==> src/rtl/bload_pkg.sv <==
package bload_pkg;

    typedef enum logic [1:0] {
        SZ_B1 = 2'd0,
        SZ_B2 = 2'd1,
        SZ_B4 = 2'd2,
        SZ_B8 = 2'd3
    } acc_size_e;

    typedef enum logic [2:0] {
        ST_IDLE,
        ST_ISSUE,
        ST_CAPTURE,
        ST_DONE,
        ST_FAULT
    } ld_state_e;

    localparam int ROW_BYTES = 4;
    localparam int ROW_BITS  = 8 * ROW_BYTES;
    localparam int SLOTS     = 4;
    localparam int RES_BITS  = 64;

endpackage

==> src/rtl/bload_plan.sv <==
module bload_plan
    import bload_pkg::*;
(
    input  logic [2:0] addr_lo,
    input  logic [1:0] size,
    output logic [1:0] n_rows,
    output logic       misaligned
);
    logic [3:0] last_byte;

    always_comb begin
        last_byte  = {2'b00, addr_lo[1:0]} + ((4'd1 << size) - 4'd1);
        n_rows     = last_byte[3:2] + 2'd1;
        unique case (acc_size_e'(size))
            SZ_B1:   misaligned = 1'b0;
            SZ_B2:   misaligned = addr_lo[0];
            SZ_B4:   misaligned = |addr_lo[1:0];
            SZ_B8:   misaligned = |addr_lo;
            default: misaligned = 1'b0;
        endcase
    end
endmodule

==> src/rtl/bload_merge.sv <==
module bload_merge
    import bload_pkg::*;
(
    input  logic [SLOTS*ROW_BITS-1:0] rows_flat,
    input  logic [1:0]                offset,
    input  logic [1:0]                size,
    input  logic                      sext,
    output logic [RES_BITS-1:0]       value
);
    logic [SLOTS*ROW_BITS-1:0] shifted;

    always_comb begin
        shifted = rows_flat >> {offset, 3'b000};
        unique case (acc_size_e'(size))
            SZ_B1:   value = {{56{sext & shifted[7]}},  shifted[7:0]};
            SZ_B2:   value = {{48{sext & shifted[15]}}, shifted[15:0]};
            SZ_B4:   value = {{32{sext & shifted[31]}}, shifted[31:0]};
            SZ_B8:   value = shifted[63:0];
            default: value = '0;
        endcase
    end
endmodule

==> src/rtl/banked_load_unit.sv <==
module banked_load_unit
    import bload_pkg::*;
#(
    parameter int ADDR_W = 16
) (
    input  logic                clk,
    input  logic                rst_n,
    input  logic                req_valid,
    output logic                req_ready,
    input  logic [ADDR_W-1:0]   req_addr,
    input  logic [1:0]          req_size,
    input  logic                req_signed,
    input  logic                strict_en,
    output logic                mem_rd_en,
    output logic [ADDR_W-3:0]   mem_rd_row,
    input  logic [31:0]         mem_rd_data,
    output logic                rsp_valid,
    output logic [63:0]         rsp_data,
    output logic                rsp_fault
);
    localparam int ROW_AW = ADDR_W - 2;

    ld_state_e             state;
    logic [1:0]            cnt;
    logic [1:0]            rd_issued;
    logic [1:0]            nrows_q;
    logic [ADDR_W-1:0]     addr_q;
    logic [1:0]            size_q;
    logic                  sext_q;
    logic [ROW_BITS-1:0]   words [SLOTS];
    logic [SLOTS*ROW_BITS-1:0] words_flat;
    logic [1:0]            plan_rows;
    logic                  plan_mis;
    logic [RES_BITS-1:0]   merged;
    logic                  accept;

    bload_plan u_plan (
        .addr_lo    (req_addr[2:0]),
        .size       (req_size),
        .n_rows     (plan_rows),
        .misaligned (plan_mis)
    );

    for (genvar g = 0; g < SLOTS; g++) begin : g_flat
        assign words_flat[g*ROW_BITS +: ROW_BITS] = words[g];
    end

    bload_merge u_merge (
        .rows_flat (words_flat),
        .offset    (addr_q[1:0]),
        .size      (size_q),
        .sext      (sext_q),
        .value     (merged)
    );

    assign accept = req_valid && req_ready;

    // State register and datapath registers
    always_ff @(posedge clk or negedge rst_n) begin
        if (!rst_n) begin
            state     <= ST_IDLE;
            cnt       <= '0;
            rd_issued <= '0;
            nrows_q   <= '0;
            addr_q    <= '0;
            size_q    <= '0;
            sext_q    <= 1'b0;
            for (int i = 0; i < SLOTS; i++) words[i] <= '0;
        end else begin
            unique case (state)
                ST_IDLE: begin
                    if (accept) begin
                        addr_q    <= req_addr;
                        size_q    <= req_size;
                        sext_q    <= req_signed;
                        nrows_q   <= plan_rows;
                        cnt       <= '0;
                        rd_issued <= '0;
                        for (int i = 0; i < SLOTS; i++) words[i] <= '0;
                        state     <= (strict_en && plan_mis) ? ST_FAULT : ST_ISSUE;
                    end
                end
                ST_ISSUE: begin
                    rd_issued <= rd_issued + 2'd1;
                    state     <= ST_CAPTURE;
                end
                ST_CAPTURE: begin
                    words[cnt] <= mem_rd_data;
                    if (cnt == nrows_q - 2'd1) begin
                        state <= ST_DONE;
                    end else begin
                        cnt   <= cnt + 2'd1;
                        state <= ST_ISSUE;
                    end
                end
                ST_DONE:  state <= ST_IDLE;
                ST_FAULT: state <= ST_IDLE;
                default:  state <= ST_IDLE;
            endcase
        end
    end

    // Outputs
    always_comb begin
        req_ready  = (state == ST_IDLE);
        mem_rd_en  = (state == ST_ISSUE);
        mem_rd_row = addr_q[ADDR_W-1:2] + ROW_AW'(cnt);
        rsp_valid  = (state == ST_DONE) || (state == ST_FAULT);
        rsp_fault  = (state == ST_FAULT);
        rsp_data   = (state == ST_DONE) ? merged : '0;
    end

    // nothing is requested of memory while the unit advertises idle
    p_idle_no_read_r10: assert property (@(posedge clk) disable iff (!rst_n)
        mem_rd_en |-> !req_ready);

    // a strict-mode rejection never reaches the memory port
    p_fault_no_read_r8: assert property (@(posedge clk) disable iff (!rst_n)
        (accept && strict_en && plan_mis) |=> (!mem_rd_en && rsp_fault));

    // a fault carries no data
    p_fault_zero_r8: assert property (@(posedge clk) disable iff (!rst_n)
        rsp_fault |-> (rsp_valid && rsp_data == '0));

    // number of reads issued matches the rows the access touches
    p_read_count_r6: assert property (@(posedge clk) disable iff (!rst_n)
        (rsp_valid && !rsp_fault) |-> (rd_issued == nrows_q));

    // the response pulse is one cycle and the unit is idle right after
    p_rsp_then_ready_r9: assert property (@(posedge clk) disable iff (!rst_n)
        rsp_valid |=> (req_ready && !rsp_valid));

    // successive reads of one request walk up by one row
    p_row_walk_r1: assert property (@(posedge clk) disable iff (!rst_n)
        (state == ST_CAPTURE && cnt != nrows_q - 2'd1) |=>
            (mem_rd_en && mem_rd_row == $past(mem_rd_row) + ROW_AW'(1)));

endmodule

==> config.mk <==
export PLATFORM = sky130hd
export DESIGN_NAME = banked_load_unit
export DESIGN_NICKNAME = d
export VERILOG_FILES = /design/src/rtl/bload_pkg.sv /design/src/rtl/bload_plan.sv /design/src/rtl/bload_merge.sv /design/src/rtl/banked_load_unit.sv
export SDC_FILE = /design/constraint.sdc
export NUM_CORES = 1
export LEC_CHECK = 0
export CAP_MARGIN = 30
export CELL_PAD_IN_SITES_DETAIL_PLACEMENT = 2
export CELL_PAD_IN_SITES_GLOBAL_PLACEMENT = 2
export CORE_UTILIZATION = 25
export CTS_BUF_LIST = sky130_fd_sc_hd__clkbuf_4
export CTS_CLUSTER_SIZE = 10
export DETAILED_ROUTE_END_ITERATION = 6
export GPL_ROUTABILITY_DRIVEN = 0
export PLACE_DENSITY = 0.72
export SYNTH_ARGS = -nofsm -noshare
export SYNTH_HDL_FRONTEND = slang
export SYNTH_SLANG_ARGS = --single-unit
==> constraint.sdc <==
create_clock -name clk -period 2.1 [get_ports clk]
set_input_delay 0.315 -clock clk [delete_from_list [all_inputs] [get_ports clk]]
set_output_delay 0.315 -clock clk [all_outputs]
set_load 0.01 [all_outputs]
* Yosys cells after proc, flatten, opt, wreduce, memory -nomap -nowiden *
Index checks and enable logic that the tools add are counted.

word-level totals
  register bits = 154
  input port bits = 55
  output and inout bits = 82
  logic and storage cells = 65

cells by class
  $add $sub $neg = 6
  $lt $le $gt $ge = 2
  equality and inequality tests = 13
  shifts and indexed selects = 2
  multiplexer cells = 15
  bitwise logic cells = 4
  reductions and logical operators = 13

operator list
  operator                                           number
  one-hot mux 128 bit (2 select lines)               1
  one-hot mux 64 bit (4 select lines)                1
  bitwise mux 128 bit                                1
  two-way mux 128 bit                                1
  right shift 128 x 5 -> 64 bit                      1
  demux 32 bit (select 2 bit)                        1
  two-way mux 64 bit                                 1
  two-way mux 32 bit                                 1
  adder 14 x 2 -> 14 bit                             1
  one-hot mux 3 bit (3 select lines)                 1
  == test 2 bit (second input constant)              4
  == test 3 x 2 -> 1 bit (second input constant)     2
  two-way mux 2 bit                                  3
  two-way mux 3 bit                                  2
  adder 2 x 1 -> 2 bit (second input constant)       2
  adder 2 x 4 -> 4 bit                               1
  == test 2 x 1 -> 1 bit (second input constant)     2
  logical NOT 2 bit                                  2
  one-hot mux 1 bit (4 select lines)                 1
  one-hot mux 2 bit (2 select lines)                 1
  AND reduction 2 bit                                2
  << shifter 1 x 2 -> 4 bit (first input constant)   1
  subtractor 4 x 1 -> 4 bit (second input constant)  1
  AND 1 bit                                          3
  other kinds (16)                                   18

* Logic depth before layout (Yosys ltp) *
Gate-level depths: netlist of the first run.

  word-level depth = 7
  mapped depth = 7
  mapped depth without buffers = 7

* Cells and area by module *
Synthesis of the first run repeated with hierarchy kept, for this count alone.

unflattened totals
  cells, all modules = 720
  area, all modules = 9117.5 µm²

modules (own cells, without submodules)
  module            times used  cells an instance  area an instance (µm²)  seq. area each (µm²)
  banked_load_unit  1           494                6586.3                  3853.7
  bload_merge       1           213                2434.8                  0.0
  bload_plan        1           13                 96.3                    0.0

* Worst setup path before layout of the first run *
Ideal clock, no wire load.

  path type = reg-to-output
  from = reg cnt[0]
  to = out mem_rd_row[10]
  data arrival time = 1.654 ns
  required time = 1.785 ns
  slack = 0.131 ns
  cell stages (with the launch flop) = 7
  path buffers = 0
  cell sequence = dfrtp_1 ha_1 fa_1 and4_1 nand2b_1 nor2_1 xor2_1

between the ends
  cells in the longest elaborated chain, start to end = 1

RTL lines
  element                   line                     source
  start: declaration        banked_load_unit.sv:24   logic [1:0] cnt;
  start signal: assignment  banked_load_unit.sv:92   cnt <= cnt + 2'd1;
  adder 14 x 2 -> 14 bit    banked_load_unit.sv:107  mem_rd_row = addr_q[ADDR_W-1:2] + ROW_AW'(cnt);
  end: declaration          banked_load_unit.sv:15   output logic [ADDR_W-3:0] mem_rd_row,

No other way between the ends.

* Worst setup path in the final report of the first run *
  from = reg addr_q[0]
  to = out rsp_data[43]

between the ends
  cells in the longest elaborated chain, start to end = 4
  elaborated cells between the ends (all ways) = 6
  classes of those cells = 1 x shift; 2 x mux; 3 x bitwise

RTL lines
  element                                  line                                                     source
  start: declaration                       banked_load_unit.sv:27                                   logic [ADDR_W-1:0] addr_q;
  start signal: assignment                 banked_load_unit.sv:73                                   addr_q <= req_addr;
  right shift 128 x 5 -> 64 bit (*)        bload_merge.sv:13                                        shifted = rows_flat >> {offset, 3'b000};
  AND 1 bit, on equally long branches      bload_merge.sv:17, bload_merge.sv:15, bload_merge.sv:16
  one-hot mux 64 bit (4 select lines) (*)  bload_merge.sv:14                                        unique case (acc_size_e'(size))
  two-way mux 64 bit (*)                   banked_load_unit.sv:110                                  rsp_data = (state == ST_DONE) ? merged : '0;
  end: declaration                         banked_load_unit.sv:18                                   output logic [63:0] rsp_data,

Mark *: on every way between the ends. The rest lies on a longest branch, timed or not. The select of a mux whose other input is x is not followed.

==> flow_metrics.env, run 1 <==
export IMPL_finalCritPeriodShare_pct=135
export IMPL_r2r_slack_ns=0.09
export IMPL_path_class="register to output pin"
export IMPL_cts_root_buffer_cell="clkbuf_4"
export IMPL_vias=6574
export IMPL_clk_latency_ns=0.58
export IMPL_htree_levels=4
export IMPL_endpoint_kind="output pin"
export IMPL_grt_pass1_wl_mm=45.6
export IMPL_crit_end="rsp_data[43]"
export IMPL_drt_iter0_drc=388
export IMPL_holdWs_ns=0.244
export IMPL_r2r_start="state[0]$_DFFE_PN0P_"
export IMPL_yosysUniqueCellTypes=40
export IMPL_r2r_end="words[102]$_DFFE_PN0P_"
export IMPL_min_period_ns=2.84
export IMPL_slowest_stage="mux4_2"
export IMPL_antenna_left=0
export IMPL_vdd_ir_drop_max_mv=0.475
export IMPL_violations="DRC, setup timing"
export IMPL_final_nets=952
export IMPL_track_usage_pct=21.9
export IMPL_place_area_um2=8960
export IMPL_fin_skew_ns=0.0283
export IMPL_via_per_inst=5.31
export IMPL_rr_worst_depth=6
export IMPL_ys_async_sr_fraction_pct=100
export IMPL_cts_sinks=114
export IMPL_overflow=0
export IMPL_worst_slack_ns=-0.738
export IMPL_cp_start_kind="register"
export IMPL_timing_critical_path_cells="mux4_2 > nand4b_1 > and3_4 > buf_12 > buf_12 > buf_6 > nand2_4 > buf_6"
export IMPL_die_area_um2=27700
export IMPL_drt_pass1_iter_count=6
export IMPL_synth_nets=730
export IMPL_die_h_um=166
export IMPL_hpwl_mm=19.3
export IMPL_multi_input_area_um2=4170
export IMPL_finalSetupViolations=77
export IMPL_arrival_ns=2.52
export IMPL_slew_violations=0
export IMPL_clkTransAtPathRegs_ns=0.12
export IMPL_io_buffers=136
export IMPL_rows=59
export IMPL_path_max_fanout=8
export IMPL_tightest_slew_ns=0.461
export IMPL_fillers=2698
export IMPL_drive_gt1_share_pct=41.6
export IMPL_yosys_warnings=0
export IMPL_cp_slowest_stage_delay_ns=0.54
export IMPL_max_cap_violations=0
export IMPL_ios=137
export IMPL_dpl_worst_slack_ns=-0.424
export IMPL_design_area_um2=10400
export IMPL_worstSetupStartpoint="addr_q[0]$_DFFE_PN0P_"
export IMPL_synth_edf_count=0
export IMPL_antenna_found_initial=2
export IMPL_first_global_vias=7279
export IMPL_syn_area_um2=6750
export IMPL_syn_to_final_growth_pct=54.5
export IMPL_dieWidth_um=166
export IMPL_ys_ff_latch=114
export IMPL_design_core_area_um2=26300
export IMPL_start_util_pct=25.7
export IMPL_maxSlewHeadroom_pct=69.2
export IMPL_fmax_mhz=352
export IMPL_seqCellArea_um2=2860
export IMPL_total_leakage_power_nw=4.76
export IMPL_drc=8
export IMPL_seq_area_frac_synth_pct=42.3
export IMPL_cts_buffers_inserted=17
export IMPL_p_per_area_nw_per_um2=1280
export IMPL_wl_per_cell_um=25.0
export IMPL_wirelength_mm=30.9
export IMPL_clock_path_buffers=2
export IMPL_status="finished, violations left"
export IMPL_hold_path_class="input port to async pin"
export IMPL_syn_area_per_cell_um2=10.1
export IMPL_synth_cells=667
export IMPL_required_ns=1.78
export IMPL_rsz0062_at_grt="yes"
export IMPL_grt_start_max_net_pins=46
export IMPL_fin_util_pct=39.7
export IMPL_cts_tree="yes"
export IMPL_hold_viol=0
export IMPL_synthFlopType="dfrtp_1"
==> worst max-delay path: cells and delay by family (launching register included) <==
| family | cells | cell delay (ns) |
|---|---|---|
| and+or+nand+nor | 3 | 0.41 |
| DFF | 1 | 0.50 |
| muxes | 1 | 0.54 |
| buffers and inverters | 4 | 0.51 |
==> metal layers <==
metal | GRT usage, % | vias up | share of wire (%)
met5 | 0 | - | 0.039
met4 | 8.66 | 2 | 2.6
met3 | 3.62 | 43 | 3.2
met2 | 38.5 | 160 | 52
met1 | 26.7 | 3515 | 42
li1 | - | 2854 | -
==> synthesized netlist by cell type (all sizes together) (7+ instances only) <==
| master | n | area share, % |
|---|---|---|
| o22ai | 32 | 3.0 |
| a22o | 88 | 11 |
| clkbuf | 23 | 1.3 |
| or2 | 7 | 0.65 |
| nor2 | 28 | 1.6 |
| o211ai | 7 | 0.78 |
| a21oi | 25 | 1.9 |
| mux2i | 57 | 8.5 |
| dfrtp | 114 | 42 |
| nand2 | 157 | 9.8 |
| mux2 | 8 | 1.3 |
| mux4 | 18 | 6.0 |
| buf | 34 | 3.7 |
| xnor2 | 11 | 1.4 |
==> worst min path at each step <==
stage | from | slack (ns) | endpoint
5_1_grt | rst_n | 0.25 | addr_q[10]$_DFFE_PN0P_
2_1_floorplan | rst_n | 0.02 | addr_q[0]$_DFFE_PN0P_
3_5_place_dp | rst_n | 0.28 | addr_q[10]$_DFFE_PN0P_
4_1_cts | rst_n | 0.20 | addr_q[10]$_DFFE_PN0P_
3_3_place_gp | rst_n | 0.28 | addr_q[10]$_DFFE_PN0P_
6_report | rst_n | 0.24 | addr_q[10]$_DFFE_PN0P_
==> report_power, final <==
group          internal, W  total, W  switching, W
Combinational      0.00375   0.00760       0.00385
Clock             0.000711   0.00173       0.00102
Sequential         0.00302   0.00404       0.00102
Total              0.00748    0.0134       0.00589
==> cells in the final DEF, fill, tap and decap left out, types with 10 or more instances in the layout <==
cell type	count
clkbuf_4	17
mux4_2	18
buf_4	72
o22ai_1	32
dfrtp_1	112
buf_2	30
a22o_1	88
nand2_1	118
buf_12	22
a21oi_2	12
a21oi_4	11
nor2_1	11
nor2_4	10
mux2i_1	56
nand2_4	33
clkdlybuf4s50_1	53
buf_6	72
==> kinds of logic (layout without fill, tap and decap cells) <==
group                      after synthesis  in the layout  synth area share, %
xor gates and xnor gates                15             15                 1.95
and+or+nand+nor                        222            222                 15.0
buffers and inverters                   63            298                 5.27
muxes                                   83             83                 15.8
DFF                                    114            114                 42.3
adders and majority gates                8              8                 1.71
AOI/OAI and AO/OA                      162            162                 18.0
other                                    0              1                    0
==> metrics by stage <==
step / power, W / cells / TNS, ns
detailed placement: 0.0101 / 1158 / -24.93
global placement: 0.00994 / 1158 / -22.19
floorplan: 0.00731 / 667 / 0
global route: 0.0140 / 1238 / -52.55
finish: 0.0134 / 1238 / -44.91
CTS: 0.0127 / 1227 / -45.62
==> state kept, by name, summed over array words and instances, names as in the netlist <==
register / cells
addr_q: 16
words: 88
sext_q: 1
cnt: 2
state: 3
nrows_q: 2
size_q: 2
==> what timing repair did <==
action	in CTS	in global routing
gates cloned	5	0
hold endpoints to repair	28	0
hold buffers	1	0
setup buffers	36	15
pin swaps	34	13
endpoints found under the setup margin	82	79
resized for setup	492	66
==> final cells by class <==
cell class	instances	area share, %
well taps	335	4.02
repair buffers	260	25.6
clock buffers	17	1.22
flip-flops and latches	114	27.4
diodes	1	0.0240
multi-input cells	490	40.0
clock inverters	15	1.54
inverters	6	0.216
Power figures use the tool's default switching activity.
==> inputs of run 2 (changes only) <==
--- a/config.mk
+++ b/config.mk
@@ -17,3 +17,4 @@
 export SYNTH_ARGS = -nofsm -noshare
 export SYNTH_HDL_FRONTEND = slang
 export SYNTH_SLANG_ARGS = --single-unit
+export TNS_END_PERCENT = 10
==> flow_metrics.env, run 2 (same netlist as run 1, synthesis figures left out) <==
export IMPL_status="finished, violations left"
export IMPL_violations="DRC, setup timing"
export IMPL_finalCritPeriodShare_pct=132
export IMPL_total_power_w=0.0128
export IMPL_track_usage_pct=21.1
export IMPL_fillers=2758
export IMPL_die_area_um2=27700
export IMPL_arrival_ns=2.46
export IMPL_dieWidth_um=166
export IMPL_htree_levels=4
export IMPL_timing_critical_path_cells="mux4_2 > nand4b_1 > and3_4 > buf_12 > buf_12 > buf_4 > nand2_2 > buf_6"
export IMPL_start_util_pct=25.7
export IMPL_place_area_um2=8960
export IMPL_fmax_mhz=361
export IMPL_vias=6427
export IMPL_worst_slack_ns=-0.674
export IMPL_dpl_worst_slack_ns=-0.424
export IMPL_endpoint_kind="output pin"
export IMPL_design_area_um2=9980
export IMPL_drc=16
export IMPL_cts_tree="yes"
export IMPL_cp_start_kind="register"
export IMPL_slew_violations=0
export IMPL_cp_top_family="multiplexers"
export IMPL_io_buffers=136
export IMPL_r2r_start="state[0]$_DFFE_PN0P_"
export IMPL_cts_root_buffer_cell="clkbuf_4"
export IMPL_cts_sinks=114
export IMPL_worstSetupStartpoint="addr_q[0]$_DFFE_PN0P_"
export IMPL_clk_latency_ns=0.57
export IMPL_hpwl_mm=19.3
export IMPL_r2r_slack_ns=0.20
export IMPL_required_ns=1.78
export IMPL_clock_path_buffers=2
export IMPL_grt_pass1_wl_mm=44.0
export IMPL_reg_top3="words: 88 flops, addr_q: 16 flops, state: 3 flops"
export IMPL_design_core_area_um2=26300
export IMPL_via_per_inst=5.24
export IMPL_path_common_cell="buf_12"
export IMPL_hold_path_class="input port to async pin"
export IMPL_mostFrequentLayoutCell="nand2_1"
export IMPL_drive_gt1_share_pct=38.1
export IMPL_antenna_left=0
export IMPL_path_class="register to output pin"
export IMPL_vdd_ir_drop_max_mv=0.551
export IMPL_rsz0062_at_grt="yes"
export IMPL_slowest_stage="mux4_2"
export IMPL_regMostFlops="words"
export IMPL_drt_iter0_drc=322
export IMPL_tightest_slew_ns=0.453
export IMPL_rows=59
export IMPL_ios=137
export IMPL_path_buf_inv=4
export IMPL_final_nets=940
export IMPL_seqCellArea_um2=2860
export IMPL_path_max_fanout=6
export IMPL_drt_pass1_iter_count=7
export IMPL_min_period_ns=2.77
export IMPL_clkTransAtPathRegs_ns=0.12
export IMPL_fin_skew_ns=0.0288
export IMPL_grt_start_max_net_pins=46
export IMPL_finalSetupViolations=77
export IMPL_syn_to_final_growth_pct=47.8
export IMPL_overflow=0
export IMPL_wirelength_mm=29.3
export IMPL_max_cap_violations=0
export IMPL_cp_slowest_stage_delay_ns=0.55
export IMPL_wl_per_cell_um=23.8
export IMPL_die_h_um=166
export IMPL_largest_reg_flops=88
export IMPL_maxSlewHeadroom_pct=69.8
export IMPL_antenna_found_initial=3
export IMPL_total_leakage_power_nw=4.60
export IMPL_multi_input_area_um2=3870
export IMPL_cts_buffers_inserted=17
export IMPL_layout_common_cells="nand2_1, dfrtp_1, a22o_1, buf_4, mux2i_1"
export IMPL_first_global_vias=7083
export IMPL_p_per_area_nw_per_um2=1290
export IMPL_hold_viol=0
run 2: worst paths after layout:
check                                          to  cells past startpoint
max                                  rsp_data[60]                      8
min                        addr_q[10]$_DFFE_PN0P_                      2
max reg2reg                    cnt[1]$_DFFE_PN0P_                      7
min reg2reg                 words[98]$_DFFE_PN0P_                      1
max in group asynchronous   words[72]$_DFFE_PN0P_                      3
min in group clk            addr_q[5]$_DFFE_PN0P_                      3
run 2: layout make-up:
class / instances / share of cell area (%)
diodes: 2 / 0.0502
repair buffers: 248 / 25.2
inverters: 6 / 0.226
clock buffers: 17 / 1.28
well taps: 335 / 4.20
multi-input cells: 490 / 38.8
clock inverters: 15 / 1.61
flip-flops and latches: 114 / 28.6
run 2: layer usage:
| layer | share of wire, % | wire [µm] | track usage (%) | vias up |
|---|---|---|---|---|
| met1 | 42 | 12400 | 26.2 | 3374 |
| met5 | 0.041 | 12 | 0 | - |
| met4 | 3.1 | 895 | 8.37 | 2 |
| met3 | 3.6 | 1070 | 3.69 | 46 |
| met2 | 51 | 14900 | 36.4 | 158 |
| li1 | - | - | - | 2847 |
run 2: power by group:
group | internal, W | switching, W
Combinational | 0.00358 | 0.00360
Sequential | 0.00302 | 0.000943
Clock | 0.000711 | 0.00100
run 2: per-stage QoR:
stage	hold slack, ns	utilization [%]	TNS, ns	std cells
final	0.262	38.0	-41.27	1227
after global routing	0.257	37.9	-49.15	1226
after CTS	0.199	37.1	-45.17	1217
after detailed placement	0.284	34.1	-24.93	1158
after global placement	0.284	34.1	-22.19	1158
after floorplan	0.0194	-	0	667
run 2: worst register-to-register path, stage by stage (launching register included):
cell and delay, ns:
dfrtp_1 0.42, buf_4 0.17, nor3_2 0.17, buf_4 0.15, and2_1 0.29, buf_4 0.29, nor2_1 0.06, mux2_2 0.26
run 2: what timing repair did:
| item | CTS | global route |
|---|---|---|
| hold buffers | 1 | 0 |
| endpoints found under the hold margin | 28 | 0 |
| gates resized for setup | 414 | 46 |
| pin swaps | 27 | 12 |
| cloned | 5 | 0 |
| buffers inserted | 22 | 9 |
| setup endpoints to repair | 82 | 78 |
==> inputs of run 3 (changes only) <==
--- a/config.mk
+++ b/config.mk
@@ -14,6 +14,7 @@
 export DETAILED_ROUTE_END_ITERATION = 6
 export GPL_ROUTABILITY_DRIVEN = 0
 export PLACE_DENSITY = 0.72
+export SKIP_CTS_REPAIR_TIMING = 1
 export SYNTH_ARGS = -nofsm -noshare
 export SYNTH_HDL_FRONTEND = slang
 export SYNTH_SLANG_ARGS = --single-unit
==> flow_metrics.env, run 3 (same netlist as run 1, synthesis figures left out) <==
export IMPL_violations="DRC, setup timing"
export IMPL_syn_to_final_growth_pct=41.4
export IMPL_worst_slack_ns=-0.693
export IMPL_rr_worst_depth=7
export IMPL_overflow=0
export IMPL_mostFrequentLayoutCell="nand2_1"
export IMPL_drt_pass1_iter_count=7
export IMPL_arrival_ns=2.48
export IMPL_fillers=2820
export IMPL_antenna_found_initial=3
export IMPL_vdd_ir_drop_max_mv=0.475
export IMPL_largest_reg_flops=88
export IMPL_ios=137
export IMPL_r2r_start="state[0]$_DFFE_PN0P_"
export IMPL_drt_iter0_drc=345
export IMPL_die_h_um=166
export IMPL_r2r_slack_ns=0.19
export IMPL_grt_pass1_wl_mm=40.0
export IMPL_rsz0062_at_grt="yes"
export IMPL_reg_top3="words: 88 flops, addr_q: 16 flops, state: 3 flops"
export IMPL_hold_path_class="input port to async pin"
export IMPL_cts_tree="yes"
export IMPL_slew_violations=0
export IMPL_cts_buffers_inserted=17
export IMPL_status="finished, violations left"
export IMPL_layout_common_cells="nand2_1, dfrtp_1, a22o_1, buf_4, mux2i_1"
export IMPL_endpoint_kind="output pin"
export IMPL_first_global_vias=6575
export IMPL_p_per_area_nw_per_um2=1300
export IMPL_wl_per_cell_um=22.9
export IMPL_path_max_fanout=7
export IMPL_hpwl_mm=19.3
export IMPL_rows=59
export IMPL_wirelength_mm=27.9
export IMPL_grt_start_max_net_pins=46
export IMPL_path_class="register to output pin"
export IMPL_cts_root_buffer_cell="clkbuf_4"
export IMPL_clkTransAtPathRegs_ns=0.12
export IMPL_design_core_area_um2=26300
export IMPL_fmax_mhz=358
export IMPL_final_nets=934
export IMPL_tns_ns=-39.88
export IMPL_track_usage_pct=19.1
export IMPL_total_leakage_power_nw=4.59
export IMPL_r2r_end="cnt[1]$_DFFE_PN0P_"
export IMPL_vias=6359
export IMPL_finalCritPeriodShare_pct=133
export IMPL_seqCellArea_um2=2860
export IMPL_min_period_ns=2.79
export IMPL_required_ns=1.78
export IMPL_tightest_slew_ns=0.459
export IMPL_htree_levels=4
export IMPL_antenna_left=0
export IMPL_io_buffers=136
export IMPL_drc=16
export IMPL_clock_path_buffers=2
export IMPL_via_per_inst=5.21
export IMPL_start_util_pct=25.7
export IMPL_clk_latency_ns=0.55
export IMPL_maxSlewHeadroom_pct=69.4
export IMPL_drive_gt1_share_pct=35.4
export IMPL_dieWidth_um=166
export IMPL_max_cap_violations=0
export IMPL_fin_skew_ns=0.0229
export IMPL_cp_start_kind="register"
export IMPL_multi_input_area_um2=3750
export IMPL_regMostFlops="words"
export IMPL_total_power_w=0.0124
export IMPL_cts_sinks=114
export IMPL_finalSetupViolations=77
export IMPL_die_area_um2=27700
export IMPL_hold_viol=0
run 3: layer usage:
layer | vias up | GRT usage, % | wire length (µm) | share of wire, %
met5 | - | 0 | 12 | 0.043
met4 | 2 | 6.16 | 680 | 2.4
met3 | 35 | 3.69 | 1090 | 3.9
met2 | 159 | 32.4 | 14100 | 50
met1 | 3330 | 24.3 | 12100 | 43
li1 | 2833 | - | - | -
run 3: how the worst max path moves through the flow:
stage | from | end | slack [ns]
6_report | addr_q[0]$_DFFE_PN0P_ | rsp_data[60] | -0.69
5_1_grt | addr_q[0]$_DFFE_PN0P_ | rsp_data[36] | -0.77
4_1_cts | addr_q[0]$_DFFE_PN0P_ | rsp_data[16] | -1.10
3_5_place_dp | addr_q[0]$_DFFE_PN0P_ | rsp_data[16] | -0.42
3_3_place_gp | addr_q[0]$_DFFE_PN0P_ | rsp_data[16] | -0.42
2_1_floorplan | cnt[0]$_DFFE_PN0P_ | mem_rd_row[10] | 0.13
run 3: where the power goes:
part / switching (W) / total [W] / internal (W)
clock: 0.000997 / 0.00171 / 0.000711
combinational: 0.00342 / 0.00676 / 0.00335
sequential: 0.000925 / 0.00394 / 0.00302
total: 0.00534 / 0.0124 / 0.00707
run 3: layout make-up:
cell class	count	share of cell area, %
Antenna cell	2	0.0525
Clock buffer	17	1.34
Clock inverter	15	1.68
Inverter	6	0.236
Multi-Input combinational cell	491	39.3
Sequential cell	114	29.9
Tap cell	335	4.39
Timing Repair Buffer	241	23.1
run 3: worst max-delay path, stage by stage (launching register included):
cell	delay, ns
dfrtp_4	0.50
mux4_2	0.57
nand3_2	0.10
and3_4	0.24
buf_6	0.12
clkbuf_16	0.14
buf_4	0.10
nand2_2	0.04
clkbuf_2	0.12
run 3: stage by stage:
| step | worst slack, ns | instance area (µm²) | utilization, % | cells | hold slack, ns |
|---|---|---|---|---|---|
| after global placement | -0.421 | 8960 | 34.1 | 1158 | 0.284 |
| final | -0.693 | 9540 | 36.3 | 1221 | 0.261 |
| after global routing | -0.774 | 9540 | 36.3 | 1220 | 0.258 |
| after floorplan | 0.131 | 6750 | - | 667 | 0.0194 |
| after CTS | -1.10 | 9250 | 35.2 | 1190 | -0.377 |
| after detailed placement | -0.424 | 8960 | 34.1 | 1158 | 0.284 |
